$ cat config.mk
export PLATFORM = sky130hd
export DESIGN_NAME = dic_top
export DESIGN_NICKNAME = d
export VERILOG_FILES = /design/src/rtl/dic_pkg.sv /design/src/rtl/dic_status_reg.sv /design/src/rtl/dic_ctrl_reg.sv /design/src/rtl/dic_irq_merge.sv /design/src/rtl/dic_read_mux.sv /design/src/rtl/dic_top.sv
export SDC_FILE = /design/constraint.sdc
export NUM_CORES = 1
export LEC_CHECK = 0
export ABC_AREA = 1
export BUFFER_PORTS_ARGS = -buffer_cell sky130_fd_sc_hd__buf_2
export CAP_MARGIN = 20
export CELL_PAD_IN_SITES_DETAIL_PLACEMENT = 1
export CELL_PAD_IN_SITES_GLOBAL_PLACEMENT = 1
export CORE_UTILIZATION = 25
export CTS_CLUSTER_DIAMETER = 200
export DETAILED_ROUTE_END_ITERATION = 10
export HOLD_SLACK_MARGIN = 0.12
export PLACE_DENSITY_LB_ADDON = 0.1
export SETUP_SLACK_MARGIN = 0.15
export SKIP_LAST_GASP = 1
export SLEW_MARGIN = 0
export SYNTH_ARGS = -nofsm -noshare
export SYNTH_HDL_FRONTEND = slang
export SYNTH_SLANG_ARGS = --single-unit
$ cat constraint.sdc
create_clock -name clk -period 2.1 [get_ports clk]
set_input_delay 0.105 -clock clk [delete_from_list [all_inputs] [get_ports clk]]
set_output_delay 0.105 -clock clk [all_outputs]
set_load 0.005 [all_outputs]
$ cat src/rtl/dic_pkg.sv
// Shared constants of the DMA interrupt status controller: widths,
// status bit positions, class masks and control field positions.
package dic_pkg;
    localparam int DATA_W = 32;
    localparam int EV_N   = 8;
    localparam int CNT_W  = 5;
    localparam int RXP_W  = 5;
    localparam int TXP_W  = 9;
    localparam int SEQ_W  = 5;
    localparam int OFS_W  = 3;

    // status bit positions
    localparam int ST_TX_EMPTY = 0;
    localparam int ST_TX_SENT  = 1;
    localparam int ST_LINK     = 2;
    localparam int ST_MEM_ERR  = 3;
    localparam int ST_TX_ABORT = 4;
    localparam int ST_RX_THR   = 5;
    localparam int ST_RX_UNDER = 6;
    localparam int ST_RX_OVER  = 7;

    localparam logic [EV_N-1:0] FATAL_MASK =
        (EV_N'(1) << ST_MEM_ERR) | (EV_N'(1) << ST_TX_ABORT) | (EV_N'(1) << ST_RX_OVER);
    localparam logic [EV_N-1:0] ERR_MASK = FATAL_MASK | (EV_N'(1) << ST_RX_UNDER);
    localparam logic [EV_N-1:0] UNCOND_MASK =
        ERR_MASK | (EV_N'(1) << ST_TX_SENT) | (EV_N'(1) << ST_LINK);

    // control field positions
    localparam int C_TXE_IRQ   = 0;
    localparam int C_TX_DMA    = 1;
    localparam int C_DEPTH_LSB = 4;
    localparam int C_RX_IRQ    = 9;
    localparam int C_OFS_LSB   = 12;
    localparam int C_RX_DMA    = 15;

    localparam logic [DATA_W-1:0] CTRL_MASK =
        (DATA_W'(1) << C_TXE_IRQ) | (DATA_W'(1) << C_TX_DMA) |
        (DATA_W'((1 << CNT_W) - 1) << C_DEPTH_LSB) | (DATA_W'(1) << C_RX_IRQ) |
        (DATA_W'((1 << OFS_W) - 1) << C_OFS_LSB) | (DATA_W'(1) << C_RX_DMA);

    // read word field positions
    localparam int RD_RXP_LSB = 8;
    localparam int RD_TXP_LSB = 16;
    localparam int RD_SEQ_LSB = RD_TXP_LSB + TXP_W;

    // word addresses
    localparam int ADDR_STAT = 0;
    localparam int ADDR_CTRL = 1;
endpackage

$ cat src/rtl/dic_status_reg.sv
// Sticky status register with write-1 clear and a built-in receive
// threshold comparator. Assumes clr_vec is nonzero only during a write
// to the status address. When a set and a clear meet on a bit, the set wins.
module dic_status_reg
    import dic_pkg::*;
(
    input  logic             clk,
    input  logic             rst_n,
    input  logic [EV_N-1:0]  evt_in,
    input  logic [EV_N-1:0]  clr_vec,
    input  logic             rx_en,
    input  logic [CNT_W-1:0] depth,
    input  logic [CNT_W-1:0] fifo_cnt,
    output logic [EV_N-1:0]  status_q,
    output logic             fatal_now
);
    localparam logic [EV_N-1:0] THR_BIT = EV_N'(1) << ST_RX_THR;

    logic             thr_hit;
    logic [EV_N-1:0]  set_vec;
    logic [EV_N-1:0]  status_d;

    // threshold event: receive enabled and count differs from programmed depth
    always_comb thr_hit = rx_en && (fifo_cnt != depth);

    // assemble set requests; the threshold bit comes only from the comparator
    always_comb set_vec = (evt_in & ~THR_BIT) | (thr_hit ? THR_BIT : '0);

    // next status: clear first, then set so that a set wins a collision
    always_comb status_d = (status_q & ~clr_vec) | set_vec;

    // fatal condition seen now or still pending
    always_comb fatal_now = |((status_q | set_vec) & FATAL_MASK);

    // status register update
    always_ff @(posedge clk) begin
        if (!rst_n) status_q <= '0;
        else        status_q <= status_d;
    end


    sticky_chk: assert property (@(posedge clk) disable iff (!rst_n)
        1'b1 |=> ((~$past(clr_vec) & $past(status_q) & ~status_q) == '0));

    set_wins_chk: assert property (@(posedge clk) disable iff (!rst_n)
        (|set_vec) |=> ((status_q & $past(set_vec)) == $past(set_vec)));

    w1c_chk: assert property (@(posedge clk) disable iff (!rst_n)
        (|(clr_vec & ~set_vec)) |=> ((status_q & $past(clr_vec & ~set_vec)) == '0));

    threshold_chk: assert property (@(posedge clk) disable iff (!rst_n)
        (rx_en && (fifo_cnt != depth)) |=> status_q[ST_RX_THR]);
endmodule

$ cat src/rtl/dic_ctrl_reg.sv
// DMA control register. It keeps only the defined fields of a write, and a
// fatal condition forces the transmit and receive DMA enables low. Assumes
// fatal_now covers fatal events captured this cycle as well as pending ones.
module dic_ctrl_reg
    import dic_pkg::*;
(
    input  logic              clk,
    input  logic              rst_n,
    input  logic              wr_en,
    input  logic [DATA_W-1:0] wr_data,
    input  logic              fatal_now,
    output logic [DATA_W-1:0] ctrl_q
);
    logic [DATA_W-1:0] ctrl_d;

    // next control value: masked write, then fatal override of the enables
    always_comb begin
        ctrl_d = ctrl_q;
        if (wr_en) ctrl_d = wr_data & CTRL_MASK;
        if (fatal_now) begin
            ctrl_d[C_TX_DMA] = 1'b0;
            ctrl_d[C_RX_DMA] = 1'b0;
        end
    end

    // control register update
    always_ff @(posedge clk) begin
        if (!rst_n) ctrl_q <= '0;
        else        ctrl_q <= ctrl_d;
    end


    fatal_stop_chk: assert property (@(posedge clk) disable iff (!rst_n)
        fatal_now |=> (!ctrl_q[C_TX_DMA] && !ctrl_q[C_RX_DMA]));

    ctrl_mask_chk: assert property (@(posedge clk) disable iff (!rst_n)
        wr_en |=> ((ctrl_q & ~CTRL_MASK) == '0));
endmodule

$ cat src/rtl/dic_irq_merge.sv
// Merges pending status bits into one interrupt line. Error, sent and link
// bits are unconditional; tx-empty and rx-threshold need their enables.
module dic_irq_merge
    import dic_pkg::*;
(
    input  logic            clk,
    input  logic            rst_n,
    input  logic [EV_N-1:0] status_q,
    input  logic            txe_irq_en,
    input  logic            rx_irq_en,
    output logic            irq
);
    // combine unconditional and enabled sources
    always_comb irq = (|(status_q & UNCOND_MASK))
                    | (status_q[ST_TX_EMPTY] & txe_irq_en)
                    | (status_q[ST_RX_THR]   & rx_irq_en);


    error_irq_chk: assert property (@(posedge clk) disable iff (!rst_n)
        (|(status_q & ERR_MASK)) |-> irq);

    gated_irq_chk: assert property (@(posedge clk) disable iff (!rst_n)
        (!txe_irq_en && !rx_irq_en && ((status_q & UNCOND_MASK) == '0)) |-> !irq);
endmodule

$ cat src/rtl/dic_read_mux.sv
// Read data selection. The status word carries live pointer and sequence
// aliases; unmapped addresses read zero. Assumes the fields fit in DATA_W.
module dic_read_mux
    import dic_pkg::*;
#(
    parameter int ADDR_W = 4
) (
    input  logic [ADDR_W-1:0] addr,
    input  logic [EV_N-1:0]   status_q,
    input  logic [DATA_W-1:0] ctrl_q,
    input  logic [RXP_W-1:0]  rx_rd_ptr,
    input  logic [TXP_W-1:0]  tx_rd_ptr,
    input  logic [SEQ_W-1:0]  head_seq,
    output logic [DATA_W-1:0] rdata
);
    logic [DATA_W-1:0] stat_word;

    // build the composite status word
    always_comb begin
        stat_word = '0;
        stat_word[EV_N-1:0] = status_q;
        stat_word[RD_RXP_LSB +: RXP_W] = rx_rd_ptr;
        stat_word[RD_TXP_LSB +: TXP_W] = tx_rd_ptr;
        stat_word[RD_SEQ_LSB +: SEQ_W] = head_seq;
    end

    // select by address
    always_comb begin
        if (addr == ADDR_W'(ADDR_STAT))      rdata = stat_word;
        else if (addr == ADDR_W'(ADDR_CTRL)) rdata = ctrl_q;
        else                                 rdata = '0;
    end
endmodule

$ cat src/rtl/dic_top.sv
// DMA interrupt status controller top. It decodes register writes and wires
// the status register, the control register, the interrupt merge and the read
// mux. Assumes single-cycle write strobes and combinational reads.
module dic_top
    import dic_pkg::*;
#(
    parameter int ADDR_W = 4
) (
    input  logic              clk,
    input  logic              rst_n,
    input  logic [ADDR_W-1:0] reg_addr,
    input  logic              reg_wr_en,
    input  logic [DATA_W-1:0] reg_wdata,
    output logic [DATA_W-1:0] reg_rdata,
    input  logic [EV_N-1:0]   evt_in,
    input  logic [CNT_W-1:0]  rx_fifo_cnt,
    input  logic [RXP_W-1:0]  rx_rd_ptr,
    input  logic [TXP_W-1:0]  tx_rd_ptr,
    input  logic [SEQ_W-1:0]  head_seq,
    output logic              irq,
    output logic              tx_dma_en,
    output logic              rx_dma_en,
    output logic [OFS_W-1:0]  rx_data_ofs
);
    logic              wr_stat;
    logic              wr_ctrl;
    logic [EV_N-1:0]   clr_vec;
    logic [EV_N-1:0]   status_q;
    logic [DATA_W-1:0] ctrl_q;
    logic              fatal_now;

    // write decode per register
    always_comb begin
        wr_stat = reg_wr_en && (reg_addr == ADDR_W'(ADDR_STAT));
        wr_ctrl = reg_wr_en && (reg_addr == ADDR_W'(ADDR_CTRL));
        clr_vec = wr_stat ? reg_wdata[EV_N-1:0] : '0;
    end

    dic_status_reg u_status (
        .clk       (clk),
        .rst_n     (rst_n),
        .evt_in    (evt_in),
        .clr_vec   (clr_vec),
        .rx_en     (ctrl_q[C_RX_DMA]),
        .depth     (ctrl_q[C_DEPTH_LSB +: CNT_W]),
        .fifo_cnt  (rx_fifo_cnt),
        .status_q  (status_q),
        .fatal_now (fatal_now)
    );

    dic_ctrl_reg u_ctrl (
        .clk       (clk),
        .rst_n     (rst_n),
        .wr_en     (wr_ctrl),
        .wr_data   (reg_wdata),
        .fatal_now (fatal_now),
        .ctrl_q    (ctrl_q)
    );

    dic_irq_merge u_irq (
        .clk        (clk),
        .rst_n      (rst_n),
        .status_q   (status_q),
        .txe_irq_en (ctrl_q[C_TXE_IRQ]),
        .rx_irq_en  (ctrl_q[C_RX_IRQ]),
        .irq        (irq)
    );

    dic_read_mux #(.ADDR_W(ADDR_W)) u_rmux (
        .addr      (reg_addr),
        .status_q  (status_q),
        .ctrl_q    (ctrl_q),
        .rx_rd_ptr (rx_rd_ptr),
        .tx_rd_ptr (tx_rd_ptr),
        .head_seq  (head_seq),
        .rdata     (reg_rdata)
    );

    // drive the control field outputs
    always_comb begin
        tx_dma_en   = ctrl_q[C_TX_DMA];
        rx_dma_en   = ctrl_q[C_RX_DMA];
        rx_data_ofs = ctrl_q[C_OFS_LSB +: OFS_W];
    end
endmodule

Word level (Yosys, flattened, before mapping)
Cells that the tools add are included.
{"block": "op_classes", "n_eq_ne": 2, "muxes": 4, "n_bitwise": 10, "reduce_logical": 6}
{"op": "two-way mux 32 bit", "count": 1}
{"op": "OR 8 bit", "count": 3}
{"op": "two-way mux 16 bit", "count": 1}
{"op": "AND 8 bit", "count": 1}
{"op": "two-way mux 8 bit", "count": 1}
{"op": "inverter 8 bit", "count": 1}
{"op": "two-way mux 6 bit", "count": 1}
{"op": "OR reduction 6 bit", "count": 1}
{"op": "inequality test 5 bit", "count": 1}
{"op": "== test 4 x 1 -> 1 bit, second input constant", "count": 1}
{"op": "logical NOT 4 bit", "count": 1}
{"op": "OR reduction 4 bit", "count": 1}
{"op": "logical AND 1 bit", "count": 3}
{"op": "AND 1 bit", "count": 2}
{"op": "OR 1 bit", "count": 2}
{"op": "inverter 1 bit", "count": 1}
{"block": "word_totals", "register_bits": 20, "input_bits": 71, "output_inout_bits": 38, "word_cells": 25}

Logic depth before layout (Yosys ltp)
Gate-level depths: netlist (run 1).
{"block": "logic_depth", "depth_word": 6, "mapped_depth": 7, "mapped_depth_nobuf": 7}

Cells and area by module
From an unflattened synthesis (run 1), not the netlist that was laid out.
{"block": "hier_totals", "cells_unflattened": 272, "area_unflattened_um2": 1631.6}
{"mod": "dic_ctrl_reg", "instances": 1, "cells_per_inst": 75, "area_each_um2": 579.3, "seq_area_each_um2": 240.2}
{"mod": "dic_read_mux", "instances": 1, "cells_per_inst": 105, "area_each_um2": 531.8, "seq_area_each_um2": 0.0}
{"mod": "dic_status_reg", "instances": 1, "cells_per_inst": 59, "area_each_um2": 380.4, "seq_area_each_um2": 160.2}
{"mod": "dic_top", "instances": 1, "cells_per_inst": 23, "area_each_um2": 97.6, "seq_area_each_um2": 0.0}
{"mod": "dic_irq_merge", "instances": 1, "cells_per_inst": 10, "area_each_um2": 42.5, "seq_area_each_um2": 0.0}

Least setup slack after synthesis (run 1)
Ideal clock, no wire load.
{"block": "synth_timing", "path_type": "in2out", "start": "input reg_addr[3]", "end": "output reg_rdata[12]", "t_arrival_ns": 0.858, "required_ns": 1.995, "path_slack_ns": 1.137, "cell_stages": 6, "path_buffers": 1, "cell_sequence": "nor2_4 > nand2_4 > nor2_4 > inv_1 > buf_6 > o21ai_0"}
{"block": "synth_between", "elab_chain_cells": 3, "elab_cells_between_ends": 4, "classes_between": "1 x eq/ne; 2 x mux; 1 x reduce/logical"}
{"item": "start, declared", "line_no": "dic_top.sv:11", "text": "input logic [ADDR_W-1:0] reg_addr,"}
{"item": "== test 4 x 1 -> 1 bit", "line_no": "dic_read_mux.sv:30", "text": "else if (addr == ADDR_W'(ADDR_CTRL)) rdata = ctrl_q;"}
{"item": "two-way mux 16 bit", "line_no": "dic_read_mux.sv:30"}
{"item": "two-way mux 32 bit *", "line_no": "dic_read_mux.sv:29", "text": "if (addr == ADDR_W'(ADDR_STAT)) rdata = stat_word;"}
{"item": "end, declared", "line_no": "dic_top.sv:14", "text": "output logic [DATA_W-1:0] reg_rdata,"}
Every way passes the cells marked *; elsewhere a longest branch is shown, timed or not.

Worst setup path after layout (run 1)
{"block": "layout_timing", "start": "input reg_addr[3]", "end": "output reg_rdata[7]"}
Same word-level chain as after synthesis.

==> metrics.cfg, run 1 <==
[floorplanning]
ios = 109
core_area_um2 = 4500
die_w_um = 71.7
rows = 24
die_h_um = 71.7
fp.dieArea_um2 = 5140
initial_core_util = 0.270

[final_layout]
final_core_utilization = 0.408
fin_cells = 337
area_growth_pct = 51.1
multi_input_comb_area_um2 = 584
final-seq-area_um2 = 400
nets = 357
fin_area_um2 = 1840
antenna_cells = 0
drive_gt1_frac = 0.358
final.fill_count = 645

[yosys]
ys_seq_elements = 20
syn_avg_cell_area_um2 = 6.46
syn_area_um2 = 1210
ys_types = 25
syn-instance-count = 188
ys_warn_count = 0
synth-seq-area-share = 0.330

[place]
dp_hpwl_um = 3200
routabilityCongestion = 0.683
dp_slack_ps = 704
placed_area_um2 = 1650
port_buffers = 87
dpl.cell_count = 320

[grt]
grt_max_degree = 24
grt_use_met2 = 0.295
grt_first_pass_wirelength_um = 6580
gr-usage-met1 = 0.196
grt_use_met3 = 0.0309
gr-usage-all-layers = 0.162
antenna_found_initial = 0
overflow = 0
grt.busiest_layer = met2
grt_pass1_vias = 1445

[clock_network]
cts_hold_buf = 13
cts_tree = done
cts_resized = 0
clock_latency_ps = 260
cts_buffer_depth = 2
path_clk_slew_ps = 80
htreeDepth = 1
root_buffer = clkbuf_8
numCtsBuffers = 3
cts_sinks = 20
post-cts-setup-buffers = 0

[timing]
skew_ps = 4.14
clock.fmax_mhz = 735
report.final.slew_viol_count = 0
hold_violations = 0
rsz0062_at_grt = false
setup_slack_ps = 740
finalSetupViolCount = 0
fin_setup_tns_ps = 0
min_period_ps = 1360
fin_crit_sh = 0.648

[run]
cap_violations = 0

[pwr]
power_density_nw_per_um2 = 472
peakVddDrop_uv = 177
p_leak_nw = 1.01

[critical_path]
critPathMaxFanout = 11
required_ps = 2000
critPathLaunchType = primary input
crit_chain = buf_2 > nor2_4 > nand2_4 > nor2_4 > inv_1 > o21ai_0 > buf_2
r2r_end = u_ctrl.ctrl_q[1]
path_class = in -> out
cp.arrival_ps = 1260
end_kind = output port
r2r_cells = 6
r2r-start = u_status.status_q[3]
cpPeakStageDelay_ps = 270
crit_slowest_cell = nor2_4
r2r_slack_ps = 1040

[routing]
drt_iter0_drc = 29
drt_wl_total_um = 4090
ant_nets = 0
via_per_inst = 4.39
drcViolationCount = 0
drt-wirelength-per-cell_um = 12.1
vias = 1478
drt_first_pass_iters = 3

[min_path]
hold_depth = 3
min_path_type = in -> reg
worstHoldEndpoint = u_ctrl.ctrl_q[8]
hp-start = reg_wdata[8]

[status]
status = completed

==> logic make-up (layout without fill, tap and decap cells) <==
kind of cell / after synthesis / in the layout / synth area share
XOR/XNOR: 1 / 1 / 0.00721
flip-flops: 20 / 20 / 0.330
buffers and inverters: 49 / 145 / 0.193
other: 1 / 2 / 0.00309
AND/OR/NAND/NOR: 77 / 77 / 0.289
AO/OA/AOI/OAI: 40 / 40 / 0.178
==> final cells by class <==
cell class / count / share of cell area
Timing Repair Buffer: 103 / 0.320
Multi-Input combinational cell: 120 / 0.318
Inverter: 38 / 0.0777
Clock buffer: 4 / 0.0300
Tap cell: 52 / 0.0354
Sequential cell: 20 / 0.218
==> Yosys cell counts (all sizes together) <==
cell type | number | share of area
nor2 | 38 | 0.14
inv | 37 | 0.11
nand2 | 28 | 0.10
dfxtp | 20 | 0.33
a21oi | 19 | 0.078
o21ai | 17 | 0.073
buf | 10 | 0.072
nand3 | 8 | 0.033
nor3 | 2 | 0.0082
a221oi | 1 | 0.0072
a32o | 1 | 0.0082
clkbuf | 1 | 0.0031
clkinv | 1 | 0.0031
conb | 1 | 0.0031
nor4 | 1 | 0.0052
o21bai | 1 | 0.0062
o22ai | 1 | 0.0052
xnor2 | 1 | 0.0072
==> worst max path at each step <==
| stage | startpoint | cells past startpoint | end |
|---|---|---|---|
| after floorplan | reg_addr[3] | 6 | reg_rdata[12] |
| after global placement | reg_addr[3] | 7 | reg_rdata[7] |
| after detailed placement | reg_addr[3] | 7 | reg_rdata[5] |
| after CTS | reg_addr[3] | 7 | reg_rdata[7] |
| after global routing | reg_addr[3] | 7 | reg_rdata[7] |
| final | reg_addr[3] | 7 | reg_rdata[7] |
==> placed cells by master, fill, tap and decap left out, types with 7 or more instances in the layout <==
master and count:
o21ai_1 7, a21oi_1 19, o21ai_0 9, dlygate4sd3_1 13
inv_1 37, nand2_1 25, dfxtp_1 20, nand3_1 8
buf_2 87, nor2_1 34
==> power breakdown <==
group          leakage (nW)  internal, W  switching (W)
Clock                0.0288     0.000167       0.000132
Combinational         0.820    0.0000843      0.0000803
Sequential            0.164     0.000393     0.00000966
==> registers in the layout (all words and copies together), names as in the netlist <==
name and cells:
u_status.status_q 8, u_ctrl.ctrl_q 12
==> critical path: cells and delay by family <==
family,cells,cell delay (ps)
AO/OA/AOI/OAI,1,230
AND/OR/NAND/NOR,3,480
buffers and inverters,3,450
==> stage by stage <==
stage / hold slack [ps] / power [W]
6_report: 125 / 0.000866
5_1_grt: 163 / 0.000914
4_1_cts: 122 / 0.000881
3_5_place_dp: 319 / 0.000560
3_3_place_gp: 313 / 0.000559
2_1_floorplan: 222 / 0.000481
==> routing by layer <==
| layer | part of all wire | vias up |
|---|---|---|
| li1 | - | 771 |
| met1 | 0.45 | 652 |
| met5 | 0 | - |
| met2 | 0.47 | 50 |
| met3 | 0.066 | 5 |
| met4 | 0.0093 | 0 |
No activity file was read; power rests on OpenSTA's default activity.
==> inputs of run 2 (changes only) <==
--- a/config.mk
+++ b/config.mk
@@ -5,12 +5,12 @@
 export SDC_FILE = /design/constraint.sdc
 export NUM_CORES = 1
 export LEC_CHECK = 0
-export ABC_AREA = 1
+export ABC_AREA = 0
 export BUFFER_PORTS_ARGS = -buffer_cell sky130_fd_sc_hd__buf_2
 export CAP_MARGIN = 20
 export CELL_PAD_IN_SITES_DETAIL_PLACEMENT = 1
 export CELL_PAD_IN_SITES_GLOBAL_PLACEMENT = 1
-export CORE_UTILIZATION = 25
+export CORE_UTILIZATION = 22
 export CTS_CLUSTER_DIAMETER = 200
 export DETAILED_ROUTE_END_ITERATION = 10
 export HOLD_SLACK_MARGIN = 0.12
==> constraint.sdc (replaced) <==
create_clock -name clk -period 1.1 [get_ports clk]
set_input_delay 0.055 -clock clk [delete_from_list [all_inputs] [get_ports clk]]
set_output_delay 0.055 -clock clk [all_outputs]
set_load 0.005 [all_outputs]
==> metrics.cfg, run 2 <==
[place]
port_buffers = 87  ; unchanged
dp_slack_ps = -4.38  ; was 704 ps
dp_hpwl_um = 3680  ; was 3200 µm
placed_area_um2 = 1720  ; was 1650 µm²
routabilityCongestion = 0.729  ; was 0.683

[final_layout]
regMostFlops = u_ctrl.ctrl_q  ; unchanged
top_regs = u_ctrl.ctrl_q (12), u_status.status_q (8)  ; unchanged
mostFrequentLayoutCell = buf_2  ; unchanged
area_growth_pct = 93.5  ; was 51.1%
largest_reg_flops = 12  ; unchanged
final_core_utilization = 0.447  ; was 0.408
nets = 330  ; was 357
drive_gt1_frac = 0.572  ; was 0.358
final_cell_mix = buf_2, buf_6, dlygate4sd3_1  ; was buf_2, inv_1, nor2_1
antenna_cells = 0  ; unchanged
fin_area_um2 = 2310  ; was 1840 µm²

[critical_path]
critPathLaunchType = flip-flop  ; was primary input
r2r_slack_ps = 100  ; was 1040 ps
crit_chain = nor3_4 > nand3_1 > buf_2  ; was buf_2 > nor2_4 > nand2_4 > nor2_4 > inv_1 > o21ai_0 > buf_2
r2r_cells = 3  ; was 6
cp.arrival_ps = 1040  ; was 1260 ps
end_kind = output port  ; unchanged
path_class = reg -> out  ; was in -> out
required_ps = 1040  ; was 2000 ps
crit_slowest_cell = dfxtp_4  ; was nor2_4
crit_path_end = irq  ; was reg_rdata[7]
critPathMaxFanout = 3  ; was 11
r2r-start = u_ctrl.ctrl_q[4]  ; was u_status.status_q[3]
cpPeakStageDelay_ps = 370  ; was 270 ps
critPathLaunch = u_status.status_q[7]  ; was reg_addr[3]
r2r_end = u_status.status_q[5]  ; was u_ctrl.ctrl_q[1]

[clock_network]
numCtsBuffers = 3  ; unchanged
cts_buffer_depth = 2  ; unchanged
htreeDepth = 1  ; unchanged
root_buffer = clkbuf_8  ; unchanged
cts_tree = done  ; unchanged
cts_sinks = 20  ; unchanged
clock_latency_ps = 260  ; about the same
path_clk_slew_ps = 70  ; was 80 ps
cts_hold_buf = 20  ; was 13

[timing]
fin_crit_sh = 0.997
finalSetupViolCount = 0  ; unchanged
min_period_ps = 1100
report.final.slew_viol_count = 0  ; unchanged
clock.fmax_mhz = 912
hold_violations = 0  ; unchanged
worstMarginPinSlew_ps = 600
rsz0062_at_grt = true  ; was false
skew_ps = 1.78  ; was 4.14 ps
relSlewSlack = 0.594
setup_slack_ps = 3.77  ; was 740 ps

[yosys]
synth-async-reset-ratio = 0  ; unchanged
ys.flop_type = dfxtp_1  ; unchanged
synth_edf_count = 0  ; unchanged
post-synth-top-area-cell = dfxtp_1  ; unchanged
synth_top_area_frac = 0.335  ; was 0.330
syn_area_um2 = 1190  ; was 1210 µm²
ys_seq_elements = 20  ; unchanged
synth-seq-area-share = 0.335  ; was 0.330
synthTopCellsByCount = and2_1, dfxtp_1, nand3_1  ; was inv_1, nor2_1, nand2_1
ys_warn_count = 0  ; unchanged
yosysMostFrequentCell = and2_1  ; was inv_1
synth_area_leaders = dfxtp_1, and2_1, a22o_1, nand3_1, a21boi_0  ; was dfxtp_1, inv_1, nor2_1, a21oi_1, nand2_1
syn-instance-count = 145  ; was 188
ys_types = 28  ; was 25
syn_avg_cell_area_um2 = 8.24  ; was 6.46 µm²

[routing]
vias = 1522  ; was 1478
via_per_inst = 4.65  ; was 4.39
drt_iter0_drc = 34  ; was 29
wl_met2_um = 2750  ; was 1940 µm
met3_length_um = 167  ; was 270 µm
dr.max_layer_used = met4  ; unchanged
drt_first_pass_iters = 4  ; was 3
drt-wirelength-per-cell_um = 15.6  ; was 12.1 µm
wl_met1_um = 2180  ; was 1840 µm
ant_nets = 0  ; unchanged
drt_wl_total_um = 5110  ; was 4090 µm
drcViolationCount = 0  ; unchanged

[floorplanning]
initial_core_util = 0.231  ; was 0.270
die_w_um = 75.7  ; was 71.7 µm
core_area_um2 = 5170  ; was 4500 µm²
rows = 26  ; was 24
die_h_um = 75.7  ; was 71.7 µm
ios = 109  ; unchanged
fp.dieArea_um2 = 5730  ; was 5140 µm²

[run]
cap_violations = 0  ; unchanged

[pwr]
peakVddDrop_uv = 465  ; was 177 µV
power_density_nw_per_um2 = 724  ; was 472 nW/µm²
p_total_w = 0.00167  ; was 0.000866 W
p_leak_nw = 1.06  ; was 1.01 nW

[status]
status = completed  ; unchanged

[grt]
grt_first_pass_wirelength_um = 7500  ; was 6580 µm
overflow = 0  ; unchanged
grt_pass1_vias = 1547  ; was 1445
antenna_found_initial = 0  ; unchanged
gr-usage-all-layers = 0.179  ; was 0.162
grt_max_degree = 20  ; was 24

[min_path]
min_path_type = in -> reg  ; unchanged

## run 2: cell types whose count changed in the layout (fill, tap and decap cells not counted), sizes merged, moves of 7 or more
cell and delta:
and2 +21, a22o +9, a21boi +10, a21oi -16, o21a +7, nand2 -26
inv -30, dlygate4sd3 +7, a31oi +8, nor2 -37, buf +12
## run 2: worst min-delay path by stage
stage          startpoint                   end  slack, ps  cells after the start
2_1_floorplan   evt_in[0]  u_status.status_q[0]        180                      1
3_3_place_gp    evt_in[2]  u_status.status_q[2]        260                      2
3_5_place_dp    evt_in[2]  u_status.status_q[2]        270                      2
4_1_cts         evt_in[3]     u_ctrl.ctrl_q[15]        120                      4
5_1_grt         evt_in[3]     u_ctrl.ctrl_q[15]        120                      4
6_report        evt_in[3]     u_ctrl.ctrl_q[15]        120                      4
## run 2: stage by stage
stage	std cells	TNS, ps	hold slack [ps]
after floorplan	146	0	179
after global placement	298	0	262
after detailed placement	298	-4.38	270
final	327	0	116
after CTS	327	0	116
after global routing	327	-286	117
## run 2: critical path, delay by kind of cell (launching register included)
| family | cells | cell delay [ps] |
|---|---|---|
| buffers and inverters | 1 | 140 |
| DFF | 1 | 370 |
| and+or+nand+nor | 2 | 280 |
## run 2: power by group
| group | total, W | switching, W | internal [W] |
|---|---|---|---|
| Combinational | 0.000417 | 0.000171 | 0.000246 |
| Sequential | 0.000771 | 0.0000274 | 0.000743 |
| Clock | 0.000487 | 0.000243 | 0.000244 |
## run 2: kinds of logic after synthesis
group / synth area share
xor gates and xnor gates: 0.0366
other: 0.00314
buffers and inverters: 0.0890
AOI/OAI and AO/OA: 0.292
DFF: 0.335
and+or+nand+nor: 0.244
## run 2: what timing repair did
| action | 4_1_cts | 5_1_grt |
|---|---|---|
| cloned | 3 | 0 |
| endpoints found under the setup margin | 32 | 34 |
| setup buffers | 3 | 0 |
| resized for setup | 51 | 27 |
| hold endpoints to repair | 19 | 2 |
| pin swaps | 38 | 4 |
## run 2: area by class of cell
cell class / instances / area [µm²]
well taps: 70 / 87.6
multi-input cells: 105 / 820
fillers: 636 / 2860
clock buffers: 3 / 41.3
inverters: 7 / 26.3
flip-flops and latches: 20 / 419
repair buffers: 122 / 918
## run 2: layer usage
metal,up-vias,track usage
met5,-,0
met4,0,0.0288
met3,2,0.0357
met2,38,0.335
met1,749,0.212
li1,733,-
==> inputs of run 3 (changes only) <==
==> constraint.sdc (replaced) <==
create_clock -name clk -period 1.1 [get_ports clk]
set_input_delay 0.165 -clock clk [delete_from_list [all_inputs] [get_ports clk]]
set_output_delay 0.165 -clock clk [all_outputs]
set_load 0.005 [all_outputs]
==> metrics.cfg, run 3 (synthesis gave the netlist of run 2 again) <==
[status]
status = complete, but fails checks  ; was completed
violations = setup timing

[clock_network]
cts_buffer_depth = 2  ; unchanged
cts_sinks = 20  ; unchanged
cts_tree = done  ; unchanged
numCtsBuffers = 3  ; unchanged
htreeDepth = 1  ; unchanged
root_buffer = clkbuf_8  ; unchanged
clock_latency_ps = 260  ; about the same
path_clk_slew_ps = 80  ; was 70 ps

[timing]
setup_slack_ps = -184  ; was 3.77 ps
report.final.slew_viol_count = 0  ; unchanged
hold_violations = 0  ; unchanged
skew_ps = 0.744  ; was 1.78 ps
min_period_ps = 1280  ; was 1100 ps
fin_crit_sh = 1.17  ; was 0.997
rsz0062_at_grt = true  ; unchanged
clock.fmax_mhz = 779  ; was 912 MHz
finalSetupViolCount = 43  ; was 0

[pwr]
p_comb_frac = 0.243  ; was 0.249
swShare = 0.270  ; was 0.264
p_int_w = 0.00131  ; was 0.00123 W
power.switching_w = 0.000485  ; was 0.000441 W
p_seq_frac = 0.427  ; was 0.460
p_leak_nw = 1.04  ; was 1.06 nW
p_clk_frac = 0.330  ; was 0.291
peakVddDrop_uv = 482  ; was 465 µV
power_density_nw_per_um2 = 791  ; was 724 nW/µm²

[run]
cap_violations = 0  ; unchanged

[place]
dp_hpwl_um = 3420  ; was 3680 µm
dpl.cell_count = 306  ; was 298
routabilityCongestion = 0.696  ; was 0.729
port_buffers = 87  ; unchanged

[critical_path]
required_ps = 940  ; was 1040 ps
path_class = in -> out  ; was reg -> out
critPathLaunchType = primary input  ; was flip-flop
end_kind = output port  ; unchanged
critPathMaxFanout = 7  ; was 3
cp.arrival_ps = 1120  ; was 1040 ps

[final_layout]
top_regs = u_ctrl.ctrl_q (12), u_status.status_q (8)  ; unchanged
drive_gt1_frac = 0.590  ; was 0.572
nets = 328  ; was 330
fin_cells = 326  ; was 327
area_growth_pct = 89.8  ; was 93.5%
antenna_cells = 0  ; unchanged
final.fill_count = 633  ; was 636
mostFrequentLayoutCell = buf_2  ; unchanged
largest_reg_flops = 12  ; unchanged
final_core_utilization = 0.439  ; was 0.447
final_cell_mix = buf_2, and2_1, buf_6  ; was buf_2, buf_6, dlygate4sd3_1
regMostFlops = u_ctrl.ctrl_q  ; unchanged

[floorplanning]
die_w_um = 75.7  ; unchanged
ios = 109  ; unchanged
initial_core_util = 0.231  ; unchanged
fp.dieArea_um2 = 5730  ; unchanged
die_h_um = 75.7  ; unchanged
core_area_um2 = 5170  ; unchanged
rows = 26  ; unchanged

[grt]
gr-usage-all-layers = 0.171  ; was 0.179
overflow = 0  ; unchanged
grt_max_degree = 15  ; was 20
antenna_found_initial = 0  ; unchanged
grt_pass1_vias = 1435  ; was 1547
grt_first_pass_wirelength_um = 7180  ; was 7500 µm

[min_path]
min_path_type = in -> reg  ; unchanged

[routing]
via_per_inst = 4.66  ; was 4.65
vias = 1518  ; was 1522
drt_iter0_drc = 34  ; unchanged
ant_nets = 0  ; unchanged
drt_wl_total_um = 4830  ; was 5110 µm
drt-wirelength-per-cell_um = 14.8  ; was 15.6 µm
drt_first_pass_iters = 3  ; was 4
drcViolationCount = 0  ; unchanged

[run 3: cell count changes in the layout (fill, tap and decap cells not counted), moves of 5 or more]
cell	delta
a21boi_0	-9
buf_6	-9
a21boi_1	+6
o21ai_1	+5
buf_2	+14
dlygate4sd3_1	-14
nand3_2	+5
nand3_1	-7
and2_4	-16
and2_1	+16
o21ai_0	-8
[run 3: per-stage QoR]
stage | setup TNS, ps | hold WS [ps] | total power, W | setup WS (ps) | cell area (µm²)
3_3_place_gp | -6380 | 377 | 0.00111 | -193 | 1810
4_1_cts | -3680 | 120 | 0.00176 | -161 | 2090
2_1_floorplan | -670 | 289 | 0.000917 | -48.0 | 1250
5_1_grt | -7040 | 131 | 0.00189 | -236 | 2270
3_5_place_dp | -6910 | 376 | 0.00111 | -200 | 1810
6_report | -4970 | 127 | 0.00180 | -184 | 2270
[run 3: metal layers]
metal / wire length, µm / global-route usage / up-vias
li1: - / - / 732
met1: 2150 / 0.211 / 723
met2: 2330 / 0.307 / 61
met3: 340 / 0.0410 / 2
met4: 10 / 0.0288 / 0
met5: 0 / 0 / -
[run 3: final cells by class]
| cell class | instances | area [µm²] | share of cell area |
|---|---|---|---|
| inverter | 7 | 26.3 | 0.0116 |
| clock buffer | 4 | 55.1 | 0.0243 |
| timing repair buffer | 119 | 820 | 0.361 |
| sequential | 20 | 409 | 0.180 |
| tap | 70 | 87.6 | 0.0386 |
| multi-input combinational | 106 | 871 | 0.384 |
[run 3: path summary, 6_finish.rpt]
path / slack, ps / start / endpoint / depth (start not counted)
hold reg to reg: 480 / u_ctrl.ctrl_q[1] / u_ctrl.ctrl_q[1] / 2
setup reg to reg: 10 / u_ctrl.ctrl_q[5] / u_status.status_q[5] / 3
setup / recovery: -180 / reg_addr[1] / reg_rdata[4] / 6
hold / removal: 130 / evt_in[4] / u_status.status_q[4] / 2
[run 3: power groups by stage]
stage | clock network [W] | registers (W) | logic, W
5_1_grt | 0.000648 | 0.000771 | 0.000476
3_5_place_dp | 0 | 0.000783 | 0.000327
6_report | 0.000592 | 0.000766 | 0.000437
2_1_floorplan | 0 | 0.000777 | 0.000140
4_1_cts | 0.000604 | 0.000767 | 0.000392
3_3_place_gp | 0 | 0.000782 | 0.000327
[run 3: critical path: stages]
cell and delay (ps):
buf_8 100, nor4_4 260, buf_4 180, buf_6 140, a22o_1 160, buf_2 110
[run 3: what timing repair did]
action / CTS / global route
gates cloned: 3 / 0
endpoints found under the hold margin: 5 / 1
pin swaps: 10 / 26
hold buffers: 5 / 1
endpoints found under the setup margin: 45 / 53
setup buffers: 4 / 3
resized for setup: 33 / 34
